### src/rtl/fsync_pkg.sv
package fsync_pkg;

    typedef enum logic {
        RATE_16M = 1'b0,
        RATE_32M = 1'b1
    } line_rate_e;

    typedef enum logic {
        ST_HUNT  = 1'b0,
        ST_TRACK = 1'b1
    } track_state_e;

    // Event produced by the pulse stage for the tracking stage
    typedef struct packed {
        logic active;   // pulse at its active level this sample
        logic rise;     // first active sample after an inactive one
    } pulse_ev_t;

    // Normalise the raw pulse level to "1 means active"
    function automatic logic pulse_active(input logic level, input logic pol);
        return pol ? level : ~level;
    endfunction

endpackage

### src/rtl/fsync_edge_detect.sv
module fsync_edge_detect
    import fsync_pkg::*;
(
    input  logic      clk_i,
    input  logic      rst_i,
    input  logic      fp_i,
    input  logic      fp_pol_i,
    output pulse_ev_t ev_o
);
    logic act_now;
    logic act_prev_q;

    assign act_now = pulse_active(fp_i, fp_pol_i);

    // Sampled on the falling edge: the boundary sits inside the pulse
    always_ff @(negedge clk_i) begin
        if (rst_i) act_prev_q <= 1'b0;
        else       act_prev_q <= act_now;
    end

    always_comb begin
        ev_o.active = act_now;
        ev_o.rise   = act_now & ~act_prev_q;
    end
endmodule

### src/rtl/fsync_frame_track.sv
module fsync_frame_track
    import fsync_pkg::*;
#(
    parameter int CYCLES_PER_FRAME = 1024,
    localparam int CNT_W = $clog2(CYCLES_PER_FRAME)
) (
    input  logic             clk_i,
    input  logic             rst_i,
    input  pulse_ev_t        ev_i,
    input  logic             rate_sel_i,
    input  logic             mis_clr_i,
    output logic [CNT_W-1:0] pos_o,
    output logic             start_o,
    output logic             misalign_o,
    output logic             locked_o,
    output line_rate_e       rate_o
);
    localparam logic [CNT_W-1:0] LAST = CNT_W'(CYCLES_PER_FRAME - 1);

    track_state_e     state_q;
    logic [CNT_W-1:0] pos_q;
    logic             start_q;
    logic             mis_q;
    line_rate_e       rate_q;
    logic             boundary;
    logic             early;

    // The active level alone is not enough: only the first active sample counts
    assign boundary = ev_i.rise & ev_i.active;
    assign early    = boundary && (state_q == ST_TRACK) && (pos_q != LAST);

    always_ff @(negedge clk_i) begin
        if (rst_i) begin
            state_q <= ST_HUNT;
            pos_q   <= '0;
            start_q <= 1'b0;
            mis_q   <= 1'b0;
            rate_q  <= RATE_16M;
        end else begin
            start_q <= boundary;
            if (boundary) begin
                state_q <= ST_TRACK;
                pos_q   <= '0;
                rate_q  <= line_rate_e'(rate_sel_i);
            end else if (state_q == ST_TRACK) begin
                pos_q <= (pos_q == LAST) ? '0 : pos_q + 1'b1;
            end
            // set wins over clear
            if (early)          mis_q <= 1'b1;
            else if (mis_clr_i) mis_q <= 1'b0;
        end
    end

    assign pos_o      = pos_q;
    assign start_o    = start_q;
    assign misalign_o = mis_q;
    assign locked_o   = (state_q == ST_TRACK);
    assign rate_o     = rate_q;
endmodule

### src/rtl/fsync_slot_decode.sv
module fsync_slot_decode
    import fsync_pkg::*;
#(
    parameter int CNT_W = 10
) (
    input  logic [CNT_W-1:0] pos_i,
    input  line_rate_e       rate_i,
    output logic [CNT_W-2:0] chan_o,
    output logic [2:0]       bit_o
);
    logic [CNT_W-2:0] chan16;
    logic [CNT_W-2:0] chan32;

    // 16 Mb/s: 4 clocks per channel, 2 bits per clock
    assign chan16 = {1'b0, pos_i[CNT_W-1:2]};
    // 32 Mb/s: 2 clocks per channel, 4 bits per clock
    assign chan32 = pos_i[CNT_W-1:1];

    always_comb begin
        if (rate_i == RATE_32M) begin
            chan_o = chan32;
            bit_o  = {pos_i[0], 2'b00};
        end else begin
            chan_o = chan16;
            bit_o  = {pos_i[1:0], 1'b0};
        end
    end
endmodule

### src/rtl/frame_sync_top.sv
module frame_sync_top
    import fsync_pkg::*;
#(
    parameter int CYCLES_PER_FRAME = 1024,
    localparam int CNT_W = $clog2(CYCLES_PER_FRAME)
) (
    input  logic             clk_i,
    input  logic             rst_i,
    input  logic             fp_i,
    input  logic             fp_pol_i,
    input  logic             rate_sel_i,
    input  logic             mis_clr_i,
    output logic             frame_start_o,
    output logic [CNT_W-1:0] pos_o,
    output logic [CNT_W-2:0] chan_o,
    output logic [2:0]       bit_o,
    output logic             rate_act_o,
    output logic             misalign_o,
    output logic             locked_o
);
    pulse_ev_t  ev;
    line_rate_e rate_q;

    fsync_edge_detect u_edge (
        .clk_i    (clk_i),
        .rst_i    (rst_i),
        .fp_i     (fp_i),
        .fp_pol_i (fp_pol_i),
        .ev_o     (ev)
    );

    fsync_frame_track #(.CYCLES_PER_FRAME(CYCLES_PER_FRAME)) u_track (
        .clk_i      (clk_i),
        .rst_i      (rst_i),
        .ev_i       (ev),
        .rate_sel_i (rate_sel_i),
        .mis_clr_i  (mis_clr_i),
        .pos_o      (pos_o),
        .start_o    (frame_start_o),
        .misalign_o (misalign_o),
        .locked_o   (locked_o),
        .rate_o     (rate_q)
    );

    fsync_slot_decode #(.CNT_W(CNT_W)) u_dec (
        .pos_i  (pos_o),
        .rate_i (rate_q),
        .chan_o (chan_o),
        .bit_o  (bit_o)
    );

    assign rate_act_o = rate_q;
endmodule

### config.mk
export PLATFORM = sky130hd
export DESIGN_NAME = frame_sync_top
export DESIGN_NICKNAME = d
export VERILOG_FILES = /design/src/rtl/fsync_pkg.sv /design/src/rtl/fsync_edge_detect.sv /design/src/rtl/fsync_frame_track.sv /design/src/rtl/fsync_slot_decode.sv /design/src/rtl/frame_sync_top.sv
export SDC_FILE = /design/constraint.sdc
export NUM_CORES = 1
export LEC_CHECK = 0
export ABC_CLOCK_PERIOD_IN_PS = 4210
export BUFFER_PORTS_ARGS = -buffer_cell sky130_fd_sc_hd__buf_2
export CAP_MARGIN = 10
export CORE_ASPECT_RATIO = 0.9
export CORE_UTILIZATION = 35
export CTS_CLUSTER_DIAMETER = 50
export DETAILED_ROUTE_END_ITERATION = 6
export SLEW_MARGIN = 15
export SYNTH_ARGS = -nofsm -noshare
export SYNTH_HDL_FRONTEND = slang
export SYNTH_SLANG_ARGS = --single-unit
### constraint.sdc
create_clock -name clk_i -period 4.21 [get_ports clk_i]
set_clock_uncertainty 0.15 [all_clocks]
set_input_delay 1.263 -clock clk_i [delete_from_list [all_inputs] [get_ports clk_i]]
set_output_delay 1.263 -clock clk_i [all_outputs]
set_load 0.005 [all_outputs]
==> impl_metrics.tcl, run 1 <==
set metrics [dict create \
    run_status "finished with violations" \
    violated_checks "negative setup slack" \
    viasPerCell 4.86 \
    critical_path_class "flip-flop to primary output" \
    number_of_antenna_violations_at_the_first_check_in_global_routing 0 \
    tritoncts_num_sinks 15 \
    cellLeakagePower_nw 0.760 \
    most_used_cells_in_the_layout_excluding_fill_and_tap_cells "29 x buf_6, 16 x inv_1, 15 x buf_4" \
    timing.final.hold_violations 0 \
    cts_inserted_buffers 3 \
    clk_pin_slew_ps 50 \
    global_route.usage.total_pct 18.7 \
    finalNonFillerCells 184 \
    totalWireLength_um 2580 \
    dpl_worst_slack_ps -221 \
    tritoncts "built" \
    io_buffers 30 \
    post-route-drc-count 0 \
    total_number_of_vias 895 \
    worst-path-max-fanout 4 \
    vdd_drop_max_uv 275 \
    syn_area_sq_um 825 \
    rsz0062_at_grt "yes" \
    place_area_sq_um 1120 \
    reg2reg_from "u_track.pos_o[5]" \
    hold_buffers 0 \
    first_pass_grt_wire_length_um 3240 \
    dr.pass1.iters 4 \
    ys_async_sr_fraction_pct 0 \
    startpoint_type "flip-flop" \
    cts_buffer_depth 2 \
    whs_ps 322 \
    timing.final.setup_violations 25 \
    area_added_between_synthesis_and_finish_pct 86.3 \
    ys.warnings.count 0 \
    cell_area_after_layout_sq_um 1540 \
    type_of_destination_of_the_critical_path "primary output" \
    commonest_non_fill_non_tap_cell_in_the_layout "buf_6" \
    cts_max_level 1 \
    layout_setup_ws_ps -587 \
    fillerInstances 162 \
    power_density_nw_per_um2 271 \
    post_route_cells_drive_above_1_share_pct 62.4 \
    synth.avg_cell_area_sq_um 9.59 \
    number_of_flops_mapped_to_enable_cells_by_yosys 0 \
    gp_congestion 0.760 \
    cts_root_buf "clkbuf_4" \
    crit_path_start "u_track.rate_o" \
    std_cell_rows 16 \
    yosys_most_used_dff "dfxtp_1" \
    grt_start_max_net_pins 10 \
    num-nets-final 165 \
    globalRoute.totalOverflow 0 \
    clk-insertion-delay-late_ps 370 \
    drv_slew 0 \
    worst-endpoint-arrival_ps 3380 \
    dieArea_sq_um 2550 \
    die_width_um 53.2 \
    cp.required_ps 2800 \
    synth_seq_area_share_pct 36.4 \
    timing.hold.worst.class "flip-flop to flip-flop" \
    fin_util_pct 69.8 \
    setup_total_negative_slack_ps -8560 \
    floorplan.initialDensity_pct 37.4 \
    max-cap-violations 0 \
    dp_cells 153 \
    synth_cells 86 \
    design.core.area_sq_um 2200 \
    yosys.cell_types.count 32 \
    post-dp-hpwl_um 1340 \
    syn_nets 93 \
    chipHeight_um 48.0 \
    postSynthRegisterBits 15 \
    insertedDiodeCount 0 \
    routedWlPerCell_um 14.0 \
    timing.hold.worst.start "u_edge.act_prev_q" \
    detail-route-antenna-nets 0 \
    drt_iter0_markers 18 \
    first_global_vias 764 \
    post-layout-total-power_mw 0.416 \
    floorplan.io_pins 32 \
]
state kept, by name, summed over array words and instances (netlist names):
| signal | flops |
|---|---|
| u_track.pos_o | 10 |
| u_edge.act_prev_q | 1 |
| u_track.locked_o | 1 |
| u_track.misalign_o | 1 |
| u_track.rate_o | 1 |
| u_track.start_o | 1 |
critical path: stages (launching register included):
cell	delay (ps)
dfxtp_4	370
buf_6	130
mux2_4	300
buf_6	110
worst paths after layout:
path | to | slack, ps | depth (start not counted)
min reg2reg | u_track.start_o | 320 | 1
max reg2reg | u_track.pos_o[5] | 2480 | 6
max | chan_o[1] | -590 | 3
min | u_track.start_o | 320 | 1
synth_stat cells (2+ instances only):
| library cell | instances | share of area [%] |
|---|---|---|
| nor2_1 | 15 | 6.8 |
| nand2_4 | 2 | 2.7 |
| buf_2 | 2 | 1.2 |
| nand4_1 | 2 | 1.5 |
| nand2_1 | 5 | 2.3 |
| and3_1 | 2 | 1.5 |
| mux2_2 | 8 | 11 |
| nor3_2 | 2 | 2.4 |
| nand3_2 | 2 | 2.4 |
| mux2i_1 | 2 | 2.4 |
| xor2_1 | 4 | 4.2 |
| xnor2_1 | 5 | 5.3 |
| inv_1 | 2 | 0.91 |
| dfxtp_1 | 15 | 36 |
power by group:
| part | leakage, nW | switching (mW) | internal, mW |
|---|---|---|---|
| Combinational | 0.522 | 0.0264 | 0.0332 |
| Clock | 0.108 | 0.0916 | 0.115 |
| Sequential | 0.130 | 0.00381 | 0.146 |
layout make-up:
cell class              instances  area (sq um)  area share (%)
multi-input cells              66           548            35.7
flip-flops and latches         15           328            21.3
inverters                       1          3.75           0.244
well taps                      27          33.8            2.20
repair buffers                 56           514            33.5
clock inverters                16          86.3            5.62
clock buffers                   3          22.5            1.47
cells by family (layout without fill, tap and decap cells):
kind of cell | count (synthesis) | count (layout) | synth area share [%]
flip-flops | 15 | 15 | 36.4
adder cells (fa/ha/maj) | 1 | 1 | 1.52
AND/OR/NAND/NOR | 39 | 39 | 28.2
XOR/XNOR | 9 | 9 | 9.56
other | 1 | 1 | 0.455
buffers and inverters | 5 | 76 | 3.04
multiplexers | 10 | 10 | 13.4
AO/OA/AOI/OAI | 6 | 6 | 7.43
metal layers:
layer / part of all wire (%) / routed length, um / track usage (%)
met2: 53 / 1380 / 29.1
met3: 4.6 / 118 / 8.57
met4: 1.6 / 42 / 10.5
met1: 40 / 1040 / 21.7
met5: 0 / 0 / 0
repair_timing:
action	in CTS	in global routing
gates resized for setup	40	16
pin swaps	1	0
setup endpoints to repair	25	25
buffers inserted	9	7
Power figures use the tool's default switching activity.
==> inputs of run 2 (changes only) <==
--- a/config.mk
+++ b/config.mk
@@ -5,13 +5,17 @@
 export SDC_FILE = /design/constraint.sdc
 export NUM_CORES = 1
 export LEC_CHECK = 0
+export ABC_AREA = 1
 export ABC_CLOCK_PERIOD_IN_PS = 4210
 export BUFFER_PORTS_ARGS = -buffer_cell sky130_fd_sc_hd__buf_2
 export CAP_MARGIN = 10
+export CELL_PAD_IN_SITES_DETAIL_PLACEMENT = 1
+export CELL_PAD_IN_SITES_GLOBAL_PLACEMENT = 1
 export CORE_ASPECT_RATIO = 0.9
-export CORE_UTILIZATION = 35
+export CORE_UTILIZATION = 33
 export CTS_CLUSTER_DIAMETER = 50
 export DETAILED_ROUTE_END_ITERATION = 6
+export PLACE_DENSITY_LB_ADDON = 0.1
 export SLEW_MARGIN = 15
 export SYNTH_ARGS = -nofsm -noshare
 export SYNTH_HDL_FRONTEND = slang
==> constraint.sdc (replaced) <==
create_clock -name clk_i -period 4.21 [get_ports clk_i]
set_clock_uncertainty 0.15 [all_clocks]
set_input_delay 1.263 -clock clk_i [delete_from_list [all_inputs] [get_ports clk_i]]
set_output_delay 1.263 -clock clk_i [all_outputs]
set_load 0.01 [all_outputs]
==> impl_metrics.tcl, run 2 <==
set metrics [dict create \
    tritoncts "built" \
    yosys_most_used_dff "dfxtp_1" \
    post-dp-hpwl_um 1980 \
    cts_inserted_buffers 3 \
    synth.avg_cell_area_sq_um 6.30 \
    floorplan.initialDensity_pct 36.0 \
    chipHeight_um 48.9 \
    first_global_vias 1115 \
    timing.final.hold_violations 0 \
    yosys.cell_types.count 18 \
    design.core.area_sq_um 2240 \
    die_width_um 54.1 \
    globalRoute.totalOverflow 0 \
    drt_iter0_markers 17 \
    synthTopCellsByCount "37 x nand2_1, 21 x inv_1, 19 x nor2_1" \
    tritoncts_num_sinks 15 \
    total_switching_power_mw 0.152 \
    cts_root_buf "clkbuf_4" \
    cp_slowest_stage_delay_ps 390 \
    number_of_antenna_violations_at_the_first_check_in_global_routing 0 \
    cp.required_ps 2800 \
    number_of_flops_mapped_to_enable_cells_by_yosys 0 \
    timing.reg2reg.worst_path_depth 8 \
    cts_buffer_depth 2 \
    drv_slew 0 \
    power_density_nw_per_um2 300 \
    synth_cells 128 \
    dr.pass1.iters 4 \
    insertedDiodeCount 0 \
    internal_power_mw 0.287 \
    io_buffers 30 \
    cellLeakagePower_nw 0.751 \
    ys.warnings.count 0 \
    crit_slowest_cell "dfxtp_4" \
    worst-endpoint-arrival_ps 3340 \
    setup_total_negative_slack_ps -7950 \
    vdd_drop_max_uv 273 \
    totalWireLength_um 4180 \
    gp_congestion 0.795 \
    comb_power_share_pct 14.2 \
    ys_async_sr_fraction_pct 0 \
    syn_nets 135 \
    postSynthRegisterBits 15 \
    crit_path_start "u_track.rate_o" \
    seq_power_share_pct 33.7 \
    floorplan.io_pins 32 \
    reg2reg_from "u_track.pos_o[1]" \
    finalNonFillerCells 222 \
    layout_setup_ws_ps -540 \
    place_area_sq_um 1140 \
    post_route_cells_drive_above_1_share_pct 44.1 \
    most_used_cells_in_the_layout_excluding_fill_and_tap_cells "35 x inv_1, 31 x nand2_1, 18 x nor2_1" \
    first_pass_grt_wire_length_um 4940 \
    num-nets-final 203 \
    crit_path_end "chan_o[5]" \
    std_cell_rows 16 \
    largest_reg_flops 10 \
    synth_top_cell_area_share_pct 37.2 \
    startpoint_type "flip-flop" \
    setup.reg_to_reg.worst_slack_ps 2320 \
    cts_max_level 1 \
    endpoint_of_the_worst_register_to_register_path "u_track.pos_o[7]" \
    timing.hold.worst.class "flip-flop to flip-flop" \
    synthTopCellsByArea "dfxtp_1 37%, nand2_1 17%, inv_1 9.8%" \
    critical_path_class "flip-flop to primary output" \
    synth_top_area_cell "dfxtp_1" \
    synthMostInstantiatedCell "nand2_1" \
    timing.final.setup_violations 25 \
    routedWlPerCell_um 18.8 \
    synth_seq_area_share_pct 37.2 \
    commonest_non_fill_non_tap_cell_in_the_layout "inv_1" \
    switching_share_pct 34.5 \
    rsz0062_at_grt "yes" \
    cell_area_after_layout_sq_um 1460 \
    run_status "finished with violations" \
    post-route-drc-count 0 \
    clockPowerShare_pct 52.1 \
    timing.critical_path.cells "buf_6, nand2_2, o21ai_1, buf_2" \
    area_added_between_synthesis_and_finish_pct 81.4 \
    post-layout-total-power_mw 0.439 \
    type_of_destination_of_the_critical_path "primary output" \
    clk_pin_slew_ps 60 \
    max-cap-violations 0 \
    global_route.usage.total_pct 26.1 \
    violated_checks "negative setup slack" \
    hold_buffers 0 \
    syn_area_sq_um 807 \
    total_number_of_vias 1106 \
    worst-path-max-fanout 8 \
    detail-route-antenna-nets 0 \
    clk-insertion-delay-late_ps 390 \
    dpl_worst_slack_ps -140 \
    dp_cells 199 \
    viasPerCell 4.98 \
    dieArea_sq_um 2650 \
    grt_start_max_net_pins 15 \
]
run 2: power groups by stage:
stage | logic (mW) | clock network (mW) | registers, mW
final | 0.0621 | 0.229 | 0.148
after global routing | 0.0668 | 0.242 | 0.148
after CTS | 0.0537 | 0.223 | 0.148
after detailed placement | 0.0480 | 0.0233 | 0.153
after global placement | 0.0466 | 0.0233 | 0.153
after floorplan | 0.0241 | 0.0233 | 0.156
run 2: cell type report:
type                       instances  area, sq um
fill                             286          778
multi-input combinational         89          465
timing repair buffer              52          444
sequential                        15          337
clock inverter                    16         86.3
inverter                          20         75.1
tap                               27         33.8
clock buffer                       3         22.5
run 2: worst min-delay path by stage:
stage | start | endpoint | slack, ps | cells after the start
3_3_place_gp | u_track.misalign_o | u_track.misalign_o | 300 | 2
5_1_grt | u_track.misalign_o | u_track.misalign_o | 350 | 2
2_1_floorplan | u_track.misalign_o | u_track.misalign_o | 330 | 2
6_report | u_track.misalign_o | u_track.misalign_o | 330 | 2
3_5_place_dp | u_track.misalign_o | u_track.misalign_o | 300 | 2
4_1_cts | u_track.misalign_o | u_track.misalign_o | 330 | 2
run 2: kinds of logic (layout without fill, tap and decap cells):
kind of cell	Yosys count	count (layout)	synth area share [%]
AO/OA/AOI/OAI	17	17	11.9
adder cells (fa/ha/maj)	1	1	1.55
buffers and inverters	24	91	11.6
flip-flops	15	15	37.2
AND/OR/NAND/NOR	67	67	34.0
XOR/XNOR	3	3	3.26
other	1	1	0.465
run 2: critical path: cells and delay by family, from the launching register on:
kind	cells	cell delay [ps]
simple gates	1	50
flops	1	390
compound gates	1	90
buf+inv	2	310
run 2: metrics by stage:
| stage | utilization, % | hold WS, ps |
|---|---|---|
| 6_report | 65.3 | 331 |
| 5_1_grt | 65.3 | 354 |
| 4_1_cts | 62.2 | 326 |
| 3_5_place_dp | 50.9 | 303 |
| 3_3_place_gp | 50.9 | 301 |
| 2_1_floorplan | - | 331 |
run 2: repair_timing:
item	CTS	global route
endpoints found under the setup margin	25	25
buffers inserted	4	0
resized for setup	31	13
gates cloned	0	1
pin swaps	0	5
run 2: layer usage:
layer / share of wire, % / global-route usage (%) / vias up / wire, um
met5: 0 / 0 / - / 0
met4: 2.3 / 9.83 / 0 / 98
met3: 3.8 / 11.2 / 10 / 159
met2: 53 / 43.5 / 31 / 2210
met1: 41 / 28.2 / 542 / 1720
li1: - / - / 523 / -
==> inputs of run 3 (changes only) <==
--- a/config.mk
+++ b/config.mk
@@ -12,11 +12,12 @@
 export CELL_PAD_IN_SITES_DETAIL_PLACEMENT = 1
 export CELL_PAD_IN_SITES_GLOBAL_PLACEMENT = 1
 export CORE_ASPECT_RATIO = 0.9
-export CORE_UTILIZATION = 33
+export CORE_UTILIZATION = 34
 export CTS_CLUSTER_DIAMETER = 50
 export DETAILED_ROUTE_END_ITERATION = 6
-export PLACE_DENSITY_LB_ADDON = 0.1
+export PLACE_DENSITY = 0.8
 export SLEW_MARGIN = 15
 export SYNTH_ARGS = -nofsm -noshare
 export SYNTH_HDL_FRONTEND = slang
+export SYNTH_HIERARCHICAL = 1
 export SYNTH_SLANG_ARGS = --single-unit
==> impl_metrics.tcl, run 3 <==
set metrics [dict create \
    timing.hold.worst_endpoint "u_track/misalign_o" \
    globalRoute.totalOverflow 0 \
    viasPerCell 5.31 \
    cts_buffer_depth 2 \
    drv_slew 0 \
    worst-endpoint-arrival_ps 3330 \
    io_buffers 30 \
    timing.hold.worst.class "flip-flop to flip-flop" \
    clk-insertion-delay-late_ps 390 \
    largest_reg_flops 10 \
    finalNonFillerCells 227 \
    totalWireLength_um 4170 \
    post-route-drc-count 0 \
    std_cell_rows 16 \
    post_route_cells_drive_above_1_share_pct 45.0 \
    synth.avg_cell_area_sq_um 6.19 \
    max-cap-violations 0 \
    number_of_flops_mapped_to_enable_cells_by_yosys 0 \
    endpoint_of_the_worst_register_to_register_path "u_track/pos_o[4]" \
    power_density_nw_per_um2 289 \
    floorplan.io_pins 32 \
    tritoncts_num_sinks 15 \
    timing.hold.worst.start "u_track/misalign_o" \
    whs_ps 349 \
    synth_seq_area_share_pct 35.1 \
    commonest_non_fill_non_tap_cell_in_the_layout "nand2_1" \
    hold_buffers 0 \
    postSynthRegisterBits 15 \
    dieArea_sq_um 2720 \
    seq_power_share_pct 34.5 \
    ys.warnings.count 6 \
    fin_util_pct 63.9 \
    total_number_of_vias 1206 \
    first_pass_grt_wire_length_um 5330 \
    grt_start_max_net_pins 10 \
    floorplan.initialDensity_pct 37.4 \
    tritoncts "built" \
    setup.reg_to_reg.worst_slack_ps 2550 \
    global_route.usage.total_pct 27.8 \
    synth_top_cell_area_share_pct 35.1 \
    internal_power_mw 0.279 \
    post-layout-total-power_mw 0.422 \
    die_width_um 54.8 \
    cts_max_level 1 \
    reg2reg_from "u_track/pos_o[1]" \
    rsz0062_at_grt "yes" \
    clockPowerShare_pct 52.9 \
    yosys_most_used_dff "dfxtp_1" \
    worst_hold_path.num_cells 2 \
    layout_setup_ws_ps -536 \
    cts_inserted_buffers 3 \
    crit_path_start "u_track/rate_o" \
    cell_area_after_layout_sq_um 1460 \
    syn_area_sq_um 855 \
    synthMostInstantiatedCell "nand2_1" \
    dpl_worst_slack_ps -308 \
    design.core.area_sq_um 2280 \
    chipHeight_um 49.6 \
    setup_total_negative_slack_ps -7660 \
    synthTopCellsByArea "dfxtp_1 35%, nand2_1 23%, inv_1 8.3%" \
    timing.final.setup_violations 25 \
    cp.required_ps 2800 \
    dp_cells 207 \
    total_switching_power_mw 0.143 \
    syn_nets 145 \
    dr.pass1.iters 5 \
    place_area_sq_um 1160 \
    most_used_cells_in_the_layout_excluding_fill_and_tap_cells "43 x nand2_1, 28 x inv_1, 18 x buf_4" \
    comb_power_share_pct 12.6 \
    num-nets-final 208 \
    area_added_between_synthesis_and_finish_pct 70.6 \
    first_global_vias 1149 \
    synth_top_area_cell "dfxtp_1" \
    cellLeakagePower_nw 0.783 \
    yosys.cell_types.count 23 \
    synth_cells 138 \
    worst-path-max-fanout 7 \
    detail-route-antenna-nets 0 \
    insertedDiodeCount 0 \
    run_status "finished with violations" \
    drt_iter0_markers 14 \
    timing.reg2reg.worst_path_depth 7 \
    number_of_antenna_violations_at_the_first_check_in_global_routing 0 \
    type_of_destination_of_the_critical_path "primary output" \
    routedWlPerCell_um 18.4 \
    post-dp-hpwl_um 1930 \
    critical_path_class "flip-flop to primary output" \
    gp_congestion 0.812 \
    synthTopCellsByCount "53 x nand2_1, 19 x inv_1, 16 x nor2_1" \
    clk_pin_slew_ps 50 \
    ys_async_sr_fraction_pct 0 \
    timing.final.hold_violations 0 \
    vdd_drop_max_uv 405 \
    startpoint_type "flip-flop" \
    violated_checks "negative setup slack" \
    switching_share_pct 33.9 \
    cts_root_buf "clkbuf_4" \
]
## run 3: cell count changes after synthesis, sizes merged, moves of 2 or more
cell	delta
nand2	+17
clkbuf	-2
nor2	-3
o21ai	-10
buf	+3
a21oi	+2
## run 3: cells by family (layout without fill, tap and decap cells)
family                   after synthesis  in the layout  share of synthesized area, %
AND/OR/NAND/NOR                       83             83                          40.0
buffers and inverters                 24             86                          12.7
flip-flops                            15             15                          35.1
AO/OA/AOI/OAI                         12             12                          8.20
XOR/XNOR                               2              2                          2.05
adder cells (fa/ha/maj)                1              1                          1.46
other                                  1              1                         0.439
## run 3: area by class of cell
class,instances,area [sq um]
Inverter,18,80.1
Timing Repair Buffer,49,394
Fill cell,301,825
Sequential cell,15,344
Tap cell,27,33.8
Multi-Input combinational cell,99,497
Clock buffer,3,22.5
Clock inverter,16,86.3
## run 3: per-layer routing
metal	track usage [%]	vias up	wire length, um
met1	29.6	586	1730
met2	45.2	63	2050
met4	17.5	0	121
li1	-	543	-
met5	0	-	0
met3	8.95	14	279
## run 3: power groups by stage
stage / registers (mW) / clock network [mW] / logic [mW]
CTS: 0.148 / 0.220 / 0.0483
floorplan: 0.154 / 0.0248 / 0.0252
detailed placement: 0.153 / 0.0248 / 0.0417
global route: 0.146 / 0.243 / 0.0568
global placement: 0.153 / 0.0248 / 0.0398
finish: 0.146 / 0.223 / 0.0533
## run 3: how the worst max path moves through the flow
stage / depth (start not counted) / endpoint
after floorplan: 10 / u_track/pos_o[3]
after global placement: 9 / u_track/rate_o
after detailed placement: 9 / u_track/misalign_o
after CTS: 4 / chan_o[1]
after global routing: 4 / chan_o[1]
final: 4 / chan_o[1]
## run 3: critical path, stage by stage, from the launching register on
cell and delay (ps):
dfxtp_4 410, buf_8 150, nand2_2 50, nand2_1 80, buf_2 150
## run 3: timing repair
action                     CTS  global route
pin swaps                    3             4
resized for setup           33            19
setup endpoints to repair   25            26
buffers inserted             2             1
